$ cat src/rtl/tws_pkg.sv
// Shared constants and types for the two-half load transmit word stack.
// Assumes: the strobe index order below is used by the top-level generate loop.
package tws_pkg;
    localparam int DEF_HALF_W  = 16;
    localparam int DEF_WORD_W  = 31;
    localparam int DEF_DEPTH   = 8;

    // Index of each load strobe in the strobe vector
    typedef enum int {
        STB_LO = 0,
        STB_HI = 1
    } strobe_idx_e;

    localparam int NUM_STROBES = 2;
endpackage

$ cat src/rtl/tws_strobe_edge.sv
// Rising-edge detector for one load strobe.
// Assumes: the strobe is already synchronous to clk. The remembered level clears on reset,
// so a strobe that is high in the first cycle after reset counts as an edge.
module tws_strobe_edge (
    input  logic clk,
    input  logic rst_n,
    input  logic strobe,
    output logic rise
);
    logic prev_q;

    // Remember the strobe level of the previous cycle
    always_ff @(posedge clk) begin
        if (!rst_n) prev_q <= 1'b0;
        else        prev_q <= strobe;
    end

    // An edge is high now and low before
    always_comb rise = strobe & ~prev_q;
endmodule

$ cat src/rtl/tws_half_capture.sv
// Holding bank for the low half and the commit decision for the high half.
// Assumes: loads are enabled only while transmission is off. The high half is not stored
// here; it goes straight into the assembled word on the commit cycle.
module tws_half_capture #(
    parameter int HALF_W = 16,
    parameter int WORD_W = 31
) (
    input  logic              clk,
    input  logic              rst_n,
    input  logic              load_ok,
    input  logic              lo_rise,
    input  logic              hi_rise,
    input  logic [HALF_W-1:0] data_in,
    output logic              commit,
    output logic [WORD_W-1:0] word
);
    localparam int HI_KEEP = WORD_W - HALF_W;

    logic [HALF_W-1:0] lo_q;
    logic              lo_valid_q;
    logic              lo_take;
    logic              hi_take;

    // Decide which strobe acts this cycle; the low strobe wins a tie
    always_comb begin
        lo_take = load_ok & lo_rise;
        hi_take = load_ok & hi_rise & ~lo_rise;
    end

    // Latch or overwrite the low half on each accepted first strobe
    always_ff @(posedge clk) begin
        if (!rst_n)       lo_q <= '0;
        else if (lo_take) lo_q <= data_in;
    end

    // Track whether a low half is pending since the last second strobe
    always_ff @(posedge clk) begin
        if (!rst_n)       lo_valid_q <= 1'b0;
        else if (lo_take) lo_valid_q <= 1'b1;
        else if (hi_take) lo_valid_q <= 1'b0;
    end

    // Present the assembled word and the commit request
    always_comb begin
        commit = hi_take & lo_valid_q;
        word   = {data_in[HI_KEEP-1:0], lo_q};
    end

    // A pending low half only appears after an accepted first strobe
    AST_LO_PENDING_SOURCE: assert property (@(posedge clk) disable iff (!rst_n)
        (!lo_valid_q && !lo_take) |=> !lo_valid_q);
    // Nothing is taken while loading is locked
    AST_LOCKED_NO_TAKE: assert property (@(posedge clk) disable iff (!rst_n)
        !load_ok |-> !commit);
endmodule

$ cat src/rtl/tws_stack.sv
// Fall-through word store: a push lands in the first empty slot, a pop shifts every slot
// one place toward the head. Slot 0 is the head.
// Assumes: push and pop never occur in the same cycle, and push is gated by full and pop
// by empty upstream. Slots at or above the count always hold zero.
module tws_stack #(
    parameter int WORD_W = 31,
    parameter int DEPTH  = 8,
    localparam int CNT_W = $clog2(DEPTH + 1)
) (
    input  logic              clk,
    input  logic              rst_n,
    input  logic              push,
    input  logic              pop,
    input  logic [WORD_W-1:0] din,
    output logic [WORD_W-1:0] head,
    output logic [CNT_W-1:0]  count
);
    logic [WORD_W-1:0] slot_q [DEPTH];

    for (genvar i = 0; i < DEPTH; i++) begin : g_slot
        if (i == DEPTH - 1) begin : g_top
            // Top slot: filled by a push at the last position, cleared on pop
            always_ff @(posedge clk) begin
                if (!rst_n)                                  slot_q[i] <= '0;
                else if (pop)                                slot_q[i] <= '0;
                else if (push && count == CNT_W'(i))         slot_q[i] <= din;
            end
        end else begin : g_mid
            // Lower slot: takes its upper neighbour on pop, or the new word on push
            always_ff @(posedge clk) begin
                if (!rst_n)                                  slot_q[i] <= '0;
                else if (pop)                                slot_q[i] <= slot_q[i+1];
                else if (push && count == CNT_W'(i))         slot_q[i] <= din;
            end
        end
    end

    // Keep the number of stored words
    always_ff @(posedge clk) begin
        if (!rst_n)    count <= '0;
        else if (push) count <= count + 1'b1;
        else if (pop)  count <= count - 1'b1;
    end

    // Expose the oldest word
    always_comb head = slot_q[0];

    AST_NO_OVERFLOW: assert property (@(posedge clk) disable iff (!rst_n)
        push |-> (count < CNT_W'(DEPTH)));
    AST_NO_UNDERFLOW: assert property (@(posedge clk) disable iff (!rst_n)
        pop |-> (count != '0));
    AST_COUNT_BOUND: assert property (@(posedge clk) disable iff (!rst_n)
        count <= CNT_W'(DEPTH));
    AST_POP_STEP: assert property (@(posedge clk) disable iff (!rst_n)
        pop |=> (count == CNT_W'($past(count) - 1'b1)));
    AST_IDLE_HOLD: assert property (@(posedge clk) disable iff (!rst_n)
        (!push && !pop) |=> ($stable(head) && $stable(count)));
endmodule

$ cat src/rtl/tx_word_stack.sv
// Two-half load transmit word stack: assembles 31-bit words from two strobed 16-bit halves
// and queues up to DEPTH of them for a serializer.
// Assumes: strobes and xfer are synchronous to clk. Loads are meaningful only with tx_en
// low, and transfers only with tx_en high.
module tx_word_stack
    import tws_pkg::*;
#(
    parameter int HALF_W = DEF_HALF_W,
    parameter int WORD_W = DEF_WORD_W,
    parameter int DEPTH  = DEF_DEPTH,
    localparam int CNT_W = $clog2(DEPTH + 1)
) (
    input  logic              clk,
    input  logic              rst_n,
    input  logic [HALF_W-1:0] data_in,
    input  logic              load_lo,
    input  logic              load_hi,
    input  logic              tx_en,
    input  logic              xfer,
    output logic [WORD_W-1:0] head_word,
    output logic [CNT_W-1:0]  count,
    output logic              empty,
    output logic              full
);
    logic [NUM_STROBES-1:0] stb_in;
    logic [NUM_STROBES-1:0] stb_rise;
    logic                   commit;
    logic [WORD_W-1:0]      word;
    logic                   push;
    logic                   pop;

    // Gather the strobes in package index order
    always_comb begin
        stb_in         = '0;
        stb_in[STB_LO] = load_lo;
        stb_in[STB_HI] = load_hi;
    end

    for (genvar s = 0; s < NUM_STROBES; s++) begin : g_edge
        tws_strobe_edge u_edge (
            .clk    (clk),
            .rst_n  (rst_n),
            .strobe (stb_in[s]),
            .rise   (stb_rise[s])
        );
    end

    tws_half_capture #(
        .HALF_W (HALF_W),
        .WORD_W (WORD_W)
    ) u_capture (
        .clk     (clk),
        .rst_n   (rst_n),
        .load_ok (~tx_en),
        .lo_rise (stb_rise[STB_LO]),
        .hi_rise (stb_rise[STB_HI]),
        .data_in (data_in),
        .commit  (commit),
        .word    (word)
    );

    // Gate the push by fullness and the pop by enable and emptiness
    always_comb begin
        push = commit & ~full;
        pop  = tx_en & xfer & ~empty;
    end

    tws_stack #(
        .WORD_W (WORD_W),
        .DEPTH  (DEPTH)
    ) u_stack (
        .clk   (clk),
        .rst_n (rst_n),
        .push  (push),
        .pop   (pop),
        .din   (word),
        .head  (head_word),
        .count (count)
    );

    // Derive the level flags from the count
    always_comb begin
        empty = (count == '0);
        full  = (count == CNT_W'(DEPTH));
    end

    AST_TX_NO_GROWTH: assert property (@(posedge clk) disable iff (!rst_n)
        tx_en |=> (count <= $past(count)));
    AST_FULL_HOLDS: assert property (@(posedge clk) disable iff (!rst_n)
        (full && !tx_en) |=> full);
    AST_FLAGS_EXCLUSIVE: assert property (@(posedge clk) disable iff (!rst_n)
        !(empty && full));
endmodule

$ cat config.mk
export PLATFORM = sky130hd
export DESIGN_NAME = tx_word_stack
export DESIGN_NICKNAME = d
export VERILOG_FILES = /design/src/rtl/tws_pkg.sv /design/src/rtl/tws_strobe_edge.sv /design/src/rtl/tws_half_capture.sv /design/src/rtl/tws_stack.sv /design/src/rtl/tx_word_stack.sv
export SDC_FILE = /design/constraint.sdc
export NUM_CORES = 1
export LEC_CHECK = 0
export BUFFER_PORTS_ARGS = -buffer_cell sky130_fd_sc_hd__buf_2
export CAP_MARGIN = 20
export CORE_MARGIN = 5
export CORE_UTILIZATION = 55
export CTS_CLUSTER_SIZE = 10
export DETAILED_ROUTE_END_ITERATION = 8
export PLACE_DENSITY_LB_ADDON = 0.08
export SYNTH_ARGS = -nofsm -noshare
export SYNTH_HDL_FRONTEND = slang
export SYNTH_SLANG_ARGS = --single-unit
$ cat constraint.sdc
create_clock -name clk -period 2.6 [get_ports clk]
set_input_delay 0.26 -clock clk [delete_from_list [all_inputs] [get_ports clk]]
set_output_delay 0.26 -clock clk [all_outputs]
set_load 0.02 [all_outputs]
==> impl_metrics.tcl, run 1 <==
set metrics [dict create \
    nets 781 \
    p_per_area_nw_per_um2 767 \
    critical_path.cell_chain "inv_1, ha_1, or3b_4, and3_4, and2_4, buf_4, a22o_1" \
    cp-startpoint "u_stack.count[0]$_SDFFE_PN0P_" \
    grt_max_degree 49 \
    multi_input_area_sq_um 2810 \
    cp_data_arrival_time_ns 2.76 \
    ys_seq_elements 271 \
    grt_pass1_vias 6642 \
    yosysSeqAreaShare_pct 69.5 \
    relSlewSlack_pct 65.5 \
    cts_setup_buffers 0 \
    cpPeakStageDelay_ns 0.43 \
    place_congestion 0.820 \
    path_clk_slew_ns 0.06 \
    cts_tree "built" \
    htreeDepth 1 \
    worst_slew_pin_slew_ns 0.518 \
    ys_types 36 \
    hpwl_mm 13.9 \
    grt_pass1_wl_mm 36.8 \
    hold_path.class "input pin to flip-flop" \
    drive_above_1_share_pct 17.7 \
    power_uw 9690 \
    cp.depth 7 \
    timing.final.crit_share_pct 94.7 \
    period_needed_ns 2.46 \
    postRouteWirelength_mm 23.2 \
    fill_cells 1551 \
    synth_area_per_cell_sq_um 15.2 \
    path_class "flip-flop to flip-flop" \
    crit_path_end_kind "flip-flop" \
    area.growth.synth_to_final_pct 11.0 \
    firstDrtPassIters 5 \
    insertion_delay_ns 0.55 \
    synth_warnings 0 \
    r2r_cells 7 \
    wl_per_cell_microns 22.1 \
    fmax_mhz 406 \
    rsz0062_at_grt "no" \
    crit_fanout 24 \
    vias_per_cell 6.19 \
    clock_sinks 271 \
    dpl_cell_area_sq_um 11700 \
    tns_ns 0 \
    regArea_sq_um 7910 \
    clockBufferDepth 3 \
    synthesis.instances 750 \
    start_util_pct 56.0 \
    ant_nets 0 \
    cp-start-kind "flip-flop" \
    drt_iter0_drc 473 \
    hold_violations 0 \
    drc 0 \
    fin_area_sq_um 12600 \
    dieHeight_microns 154 \
    syn_nets 776 \
    grtUsageTotal_pct 19.3 \
    hold_slack_ns 0.0624 \
    grt_overflow_total 0 \
    dr_total_vias 6497 \
    post_cts_resized 0 \
    grt_antenna_before_repair 0 \
    rows 52 \
    dieArea_sq_um 23700 \
    io_buffer_count 58 \
    status "complete, no violations" \
    p_leak_uw 0.00478 \
    path_buf_inv 2 \
    finalSetupViolCount 0 \
    r2r-start "u_stack.count[0]$_SDFFE_PN0P_" \
    syn_area_sq_um 11400 \
    n_antenna_cell 0 \
    holdCritStartpoint "data_in[1]" \
    skew_ns 0.0118 \
    cp_top_family "simple AND/OR/NAND/NOR gates" \
    max-cap-violations 0 \
    drv_slew 0 \
    io_pins 59 \
    die_width_microns 154 \
    hold_depth 3 \
    core_sq_um 20300 \
    cp.required_ns 2.90 \
    slowest_stage "or3b_4" \
    clockRootBuffer "clkbuf_16" \
    numCtsBuffers 31 \
    vdd_ir_drop_max_uv 451 \
]
layer usage:
metal  global-route usage [%]  up-vias  share of wire, %  wire length (microns)
met4                     4.29        0               1.6                    381
met1                     26.5     3293                44                  10100
met3                     3.51       30               6.4                   1480
met5                        0        -                 0                      0
li1                         -     2958                 -                      -
met2                     32.4      216                48                  11200
final timing paths:
kind	slack, ns	to
worst max register to register	0.14	u_stack.slot_q[1][22]$_DFFE_PP_
worst max-delay path	0.14	u_stack.slot_q[1][22]$_DFFE_PP_
worst min register to register	0.54	u_stack.slot_q[0][29]$_DFFE_PP_
worst min-delay path	0.06	u_capture.lo_q[1]$_SDFFE_PN0P_
worst min-delay path, stage by stage:
cell and delay, ns:
buf_2 0.16, nand2_1 0.08, a21boi_1 0.05
state kept, by name, indices dropped and copies added (netlist names):
signal	cells
g_edge.u_edge.prev_q	2
u_capture.lo_q	16
u_capture.lo_valid_q	1
u_stack.count	4
u_stack.slot_q	248
layout make-up:
class / instances / share of cell area, %
inverters: 7 / 0.208
well taps: 270 / 2.68
flip-flops and latches: 271 / 62.6
multi-input cells: 354 / 22.2
repair buffers: 90 / 5.25
clock buffers: 56 / 6.89
clock inverters: 2 / 0.139
synth_stat cells:
| cell | count | share of area (%) |
|---|---|---|
| nor3_1 | 5 | 0.22 |
| a21boi_1 | 10 | 0.66 |
| nor2b_1 | 1 | 0.055 |
| nand3_1 | 4 | 0.18 |
| and3b_1 | 2 | 0.15 |
| dfxtp_1 | 23 | 4.0 |
| edfxtp_1 | 248 | 65 |
| buf_4 | 31 | 2.0 |
| buf_1 | 21 | 0.69 |
| or3b_4 | 1 | 0.099 |
| buf_6 | 13 | 1.3 |
| nand4b_1 | 1 | 0.077 |
| nand4_1 | 1 | 0.055 |
| inv_1 | 7 | 0.23 |
| a21boi_0 | 6 | 0.40 |
| nand2b_1 | 4 | 0.22 |
| nor3b_2 | 1 | 0.11 |
| a21o_1 | 7 | 0.46 |
| and3_4 | 1 | 0.099 |
| o211a_1 | 1 | 0.088 |
| ha_1 | 4 | 0.44 |
| a22o_1 | 217 | 17 |
| o22a_1 | 1 | 0.077 |
| mux2i_1 | 3 | 0.26 |
| nor4_2 | 2 | 0.22 |
| buf_2 | 23 | 1.0 |
| a21oi_1 | 1 | 0.044 |
| nor2_1 | 4 | 0.13 |
| and3_1 | 31 | 1.7 |
| o21a_1 | 2 | 0.13 |
| or3_1 | 1 | 0.055 |
| o22ai_1 | 1 | 0.055 |
| clkbuf_1 | 31 | 1.0 |
| nand2_1 | 35 | 1.2 |
| and2_1 | 3 | 0.17 |
| or2_2 | 3 | 0.17 |
where the power goes:
group / total (uW) / switching, uW / internal (uW)
Combinational: 640 / 435 / 204
Clock: 3830 / 1600 / 2230
Sequential: 5210 / 119 / 5090
Total: 9690 / 2160 / 7530
kinds of logic after synthesis:
| group | after synthesis | share of synthesized area (%) |
|---|---|---|
| buffers and inverters | 126 | 6.29 |
| AO/OA/AOI/OAI | 246 | 18.6 |
| flip-flops | 271 | 69.5 |
| AND/OR/NAND/NOR | 100 | 4.86 |
| multiplexers | 3 | 0.264 |
| adder cells (fa/ha/maj) | 4 | 0.440 |
per-stage QoR:
| step | util, % | setup WS, ns | std cells |
|---|---|---|---|
| 6_report | 62.2 | 0.137 | 1050 |
| 5_1_grt | 62.2 | 0.0486 | 1050 |
| 4_1_cts | 62.2 | 0.127 | 1049 |
| 3_5_place_dp | 57.6 | 0.131 | 988 |
| 3_3_place_gp | 57.6 | 0.249 | 988 |
| 2_1_floorplan | - | 0.0246 | 750 |
timing repair:
item,4_1_cts,5_1_grt
setup endpoints to repair,0,4
hold endpoints to repair,3,0
hold buffers,3,0
cells in the final DEF, fill, tap and decap left out, types with 3 or more instances in the layout:
cell type        n
dlygate4sd3_1    3
or2_2            3
nor2_1           3
nand3_1          4
ha_1             4
nand2_1         35
a21boi_1        10
a22o_1         217
clkbuf_1        25
nand2b_1         4
and3_1          31
edfxtp_1       248
buf_2           58
mux2i_1          3
dfxtp_1         23
buf_12          10
a21o_2           3
inv_1            7
a21o_1           4
a21boi_0         6
nor3_2           4
buf_4           19
clkbuf_16       31
No activity file was read; power rests on OpenSTA's default activity.
==> run 2: changes to the inputs <==
--- a/config.mk
+++ b/config.mk
@@ -5,6 +5,7 @@
 export SDC_FILE = /design/constraint.sdc
 export NUM_CORES = 1
 export LEC_CHECK = 0
+export ABC_AREA = 1
 export BUFFER_PORTS_ARGS = -buffer_cell sky130_fd_sc_hd__buf_2
 export CAP_MARGIN = 20
 export CORE_MARGIN = 5
==> run 2 against run 1 <==
  * Power decreased by 0.29%
  * Sequential power barely moved
  * Clock power fell by 3%
  * Non-clock buffer count fell by 3
  * Via count decreased by 0.43%
  * Sequential share of layout area barely moved
  * Critical path type unchanged
  * Critical endpoint is now u_stack.slot_q[2][48]$_DFFE_PP_
  * Largest cell class unchanged
==> impl_metrics.tcl, run 2 <==
set metrics [dict create \
    status "complete, no violations" \
    numCtsBuffers 31 \
    hold_path.class "input pin to flip-flop" \
    drt_iter0_drc 322 \
    crit_fanout 31 \
    yosysSeqAreaShare_pct 69.8 \
    io_pins 59 \
    ys_top_cells_by_area "edfxtp_1, o21ai_1, nand2_1" \
    timing.final.crit_share_pct 88.9 \
    core_sq_um 20200 \
    dieHeight_microns 154 \
    cp_data_arrival_time_ns 2.55 \
    rsz0062_at_grt "no" \
    r2r-start "u_stack.count[0]$_SDFFE_PN0P_" \
    hold_end "u_capture.lo_q[15]$_SDFFE_PN0P_" \
    nets 1041 \
    synth_ff_type "edfxtp_1" \
    final_cells 1297 \
    ys_seq_elements 271 \
    insertion_delay_ns 0.55 \
    max-cap-violations 0 \
    p_leak_uw 0.00445 \
    syn_area_sq_um 11300 \
    final_common_cell "edfxtp_1" \
    largest_reg_flops 248 \
    dr_total_vias 6469 \
    post_cts_resized 0 \
    grt.busiest_layer "met1" \
    synth_area_per_cell_sq_um 11.5 \
    place_congestion 0.819 \
    path_class "flip-flop to flip-flop" \
    area.growth.synth_to_final_pct 11.4 \
    r2r_cells 9 \
    reg2reg_slack_ns 0.29 \
    wl_per_cell_microns 14.3 \
    hold_depth 3 \
    cp-start-kind "flip-flop" \
    cp.required_ns 2.84 \
    met1_usage_pct 24.3 \
    clockRootBuffer "clkbuf_16" \
    final_util_pct 62.4 \
    hold_slack_ns 0.0163 \
    grt_max_degree 62 \
    start_util_pct 56.0 \
    skew_ns 0.0132 \
    ant_nets 0 \
    vdd_ir_drop_max_uv 576 \
    dieArea_sq_um 23600 \
    period_needed_ns 2.31 \
    synth.top_cell.area_share_pct 65.7 \
    fin_area_sq_um 12600 \
    vias_per_cell 4.99 \
    use_met3_pct 2.89 \
    tns_ns 0 \
    die_width_microns 154 \
    crit_path_end_kind "flip-flop" \
    grt_pass1_vias 6026 \
    async_flop_share_pct 0 \
    htreeDepth 1 \
    grtUsageTotal_pct 15.9 \
    hold_violations 0 \
    firstDrtPassIters 5 \
    reg_top3 "u_stack.slot_q: 248 flops, u_capture.lo_q: 16 flops, u_stack.count: 4 flops" \
    regMostFlops "u_stack.slot_q" \
    yosysMostFrequentCell "edfxtp_1" \
    relSlewSlack_pct 43.1 \
    clock_sinks 271 \
    clockBufferDepth 3 \
    syn_nets 1007 \
    drv_slew 0 \
    io_buffer_count 58 \
    fmax_mhz 432 \
    grt_pass1_wl_mm 31.1 \
    n_antenna_cell 0 \
    holdCritStartpoint "data_in[15]" \
    p_per_area_nw_per_um2 765 \
    grt_overflow_total 0 \
    gr-usage-met2_pct 24.0 \
    finalSetupViolCount 0 \
    synth_edf_count 248 \
    cts_setup_buffers 0 \
    drive_above_1_share_pct 13.0 \
    synthesis.instances 981 \
    r2r-end "u_stack.slot_q[2][48]$_DFFE_PP_" \
    cts_tree "built" \
    postRouteWirelength_mm 18.5 \
    rows 52 \
    synth_warnings 0 \
    hpwl_mm 13.2 \
    path_clk_slew_ns 0.05 \
    final_cell_mix "edfxtp_1, nand2_1, o21ai_1" \
    ys_types 27 \
    placedCellCount 1248 \
    grt_antenna_before_repair 0 \
    yosys-top-cells-count "edfxtp_1, nand2_1, o21ai_1" \
    worst_slew_pin_slew_ns 0.851 \
    synth_top_area_cell "edfxtp_1" \
    dpl_cell_area_sq_um 11700 \
    drc 0 \
]
## run 2: cell types whose count changed in the layout (fill, tap and decap cells not counted), moves of 10 or more
cell / change
a21boi_1: -10
a21oi_1: +21
a22o_1: -217
and3_1: -31
clkbuf_1: -14
inv_1: +43
nand2_1: +206
nor2_1: +39
o21ai_0: +20
o21ai_1: +215
## run 2: per-stage QoR
step / setup WS (ns) / power [uW]
final: 0.288 / 9660
after global routing: 0.118 / 10000
after CTS: 0.285 / 9730
after floorplan: -0.156 / 5810
after global placement: 0.349 / 6010
after detailed placement: 0.273 / 6020
## run 2: how the worst max path moves through the flow
stage,start,to,depth (start not counted)
2_1_floorplan,u_stack.count[0]$_SDFFE_PN0P_,u_stack.slot_q[0][31]$_DFFE_PP_,9
3_3_place_gp,u_stack.count[0]$_SDFFE_PN0P_,u_stack.slot_q[0][48]$_DFFE_PP_,9
4_1_cts,u_stack.count[0]$_SDFFE_PN0P_,u_stack.slot_q[0][45]$_DFFE_PP_,9
6_report,u_stack.count[0]$_SDFFE_PN0P_,u_stack.slot_q[2][48]$_DFFE_PP_,9
3_5_place_dp,u_stack.count[0]$_SDFFE_PN0P_,u_stack.slot_q[0][48]$_DFFE_PP_,9
5_1_grt,u_stack.count[0]$_SDFFE_PN0P_,u_stack.slot_q[3][46]$_SDFFCE_PN0P_,6
## run 2: cell type report
cell class,count,area (sq um)
inverters,52,200
multi-input cells,572,2660
well taps,270,338
clock buffers,43,831
flip-flops and latches,271,7910
repair buffers,87,668
fillers,1589,7620
clock inverters,2,16.3
## run 2: metal layers
| layer | vias up | wire (microns) |
|---|---|---|
| met5 | - | 0 |
| met4 | 0 | 390 |
| met3 | 29 | 829 |
| met2 | 122 | 8000 |
| met1 | 2887 | 9280 |
| li1 | 3431 | - |
## run 2: kinds of logic after synthesis
kind of cell,after synthesis,synth area share (%)
and+or+nand+nor,307,11.2
buffers and inverters,138,6.78
AOI/OAI and AO/OA,258,11.5
xor gates and xnor gates,3,0.232
adders and majority gates,4,0.442
DFF,271,69.8
## run 2: where the power goes
part | total [uW] | internal (uW) | switching [uW] | leakage (uW)
combinational | 706 | 194 | 512 | 0.00128
clock | 3730 | 2180 | 1560 | 0.000407
sequential | 5220 | 5130 | 88.3 | 0.00277
## run 2: worst max-delay path: stages (launching register included)
cell     delay (ns)
dfxtp_1        0.39
inv_1          0.13
ha_1           0.32
nand3_2        0.12
nand2_2        0.06
nor2_2         0.28
buf_4          0.29
nand3_4        0.09
nand2_1        0.12
buf_12         0.20
## run 2: timing repair
| item | in CTS | in global routing |
|---|---|---|
| endpoints found under the setup margin | 0 | 0 |
| hold endpoints to repair | 4 | 0 |
| hold buffers | 4 | 0 |
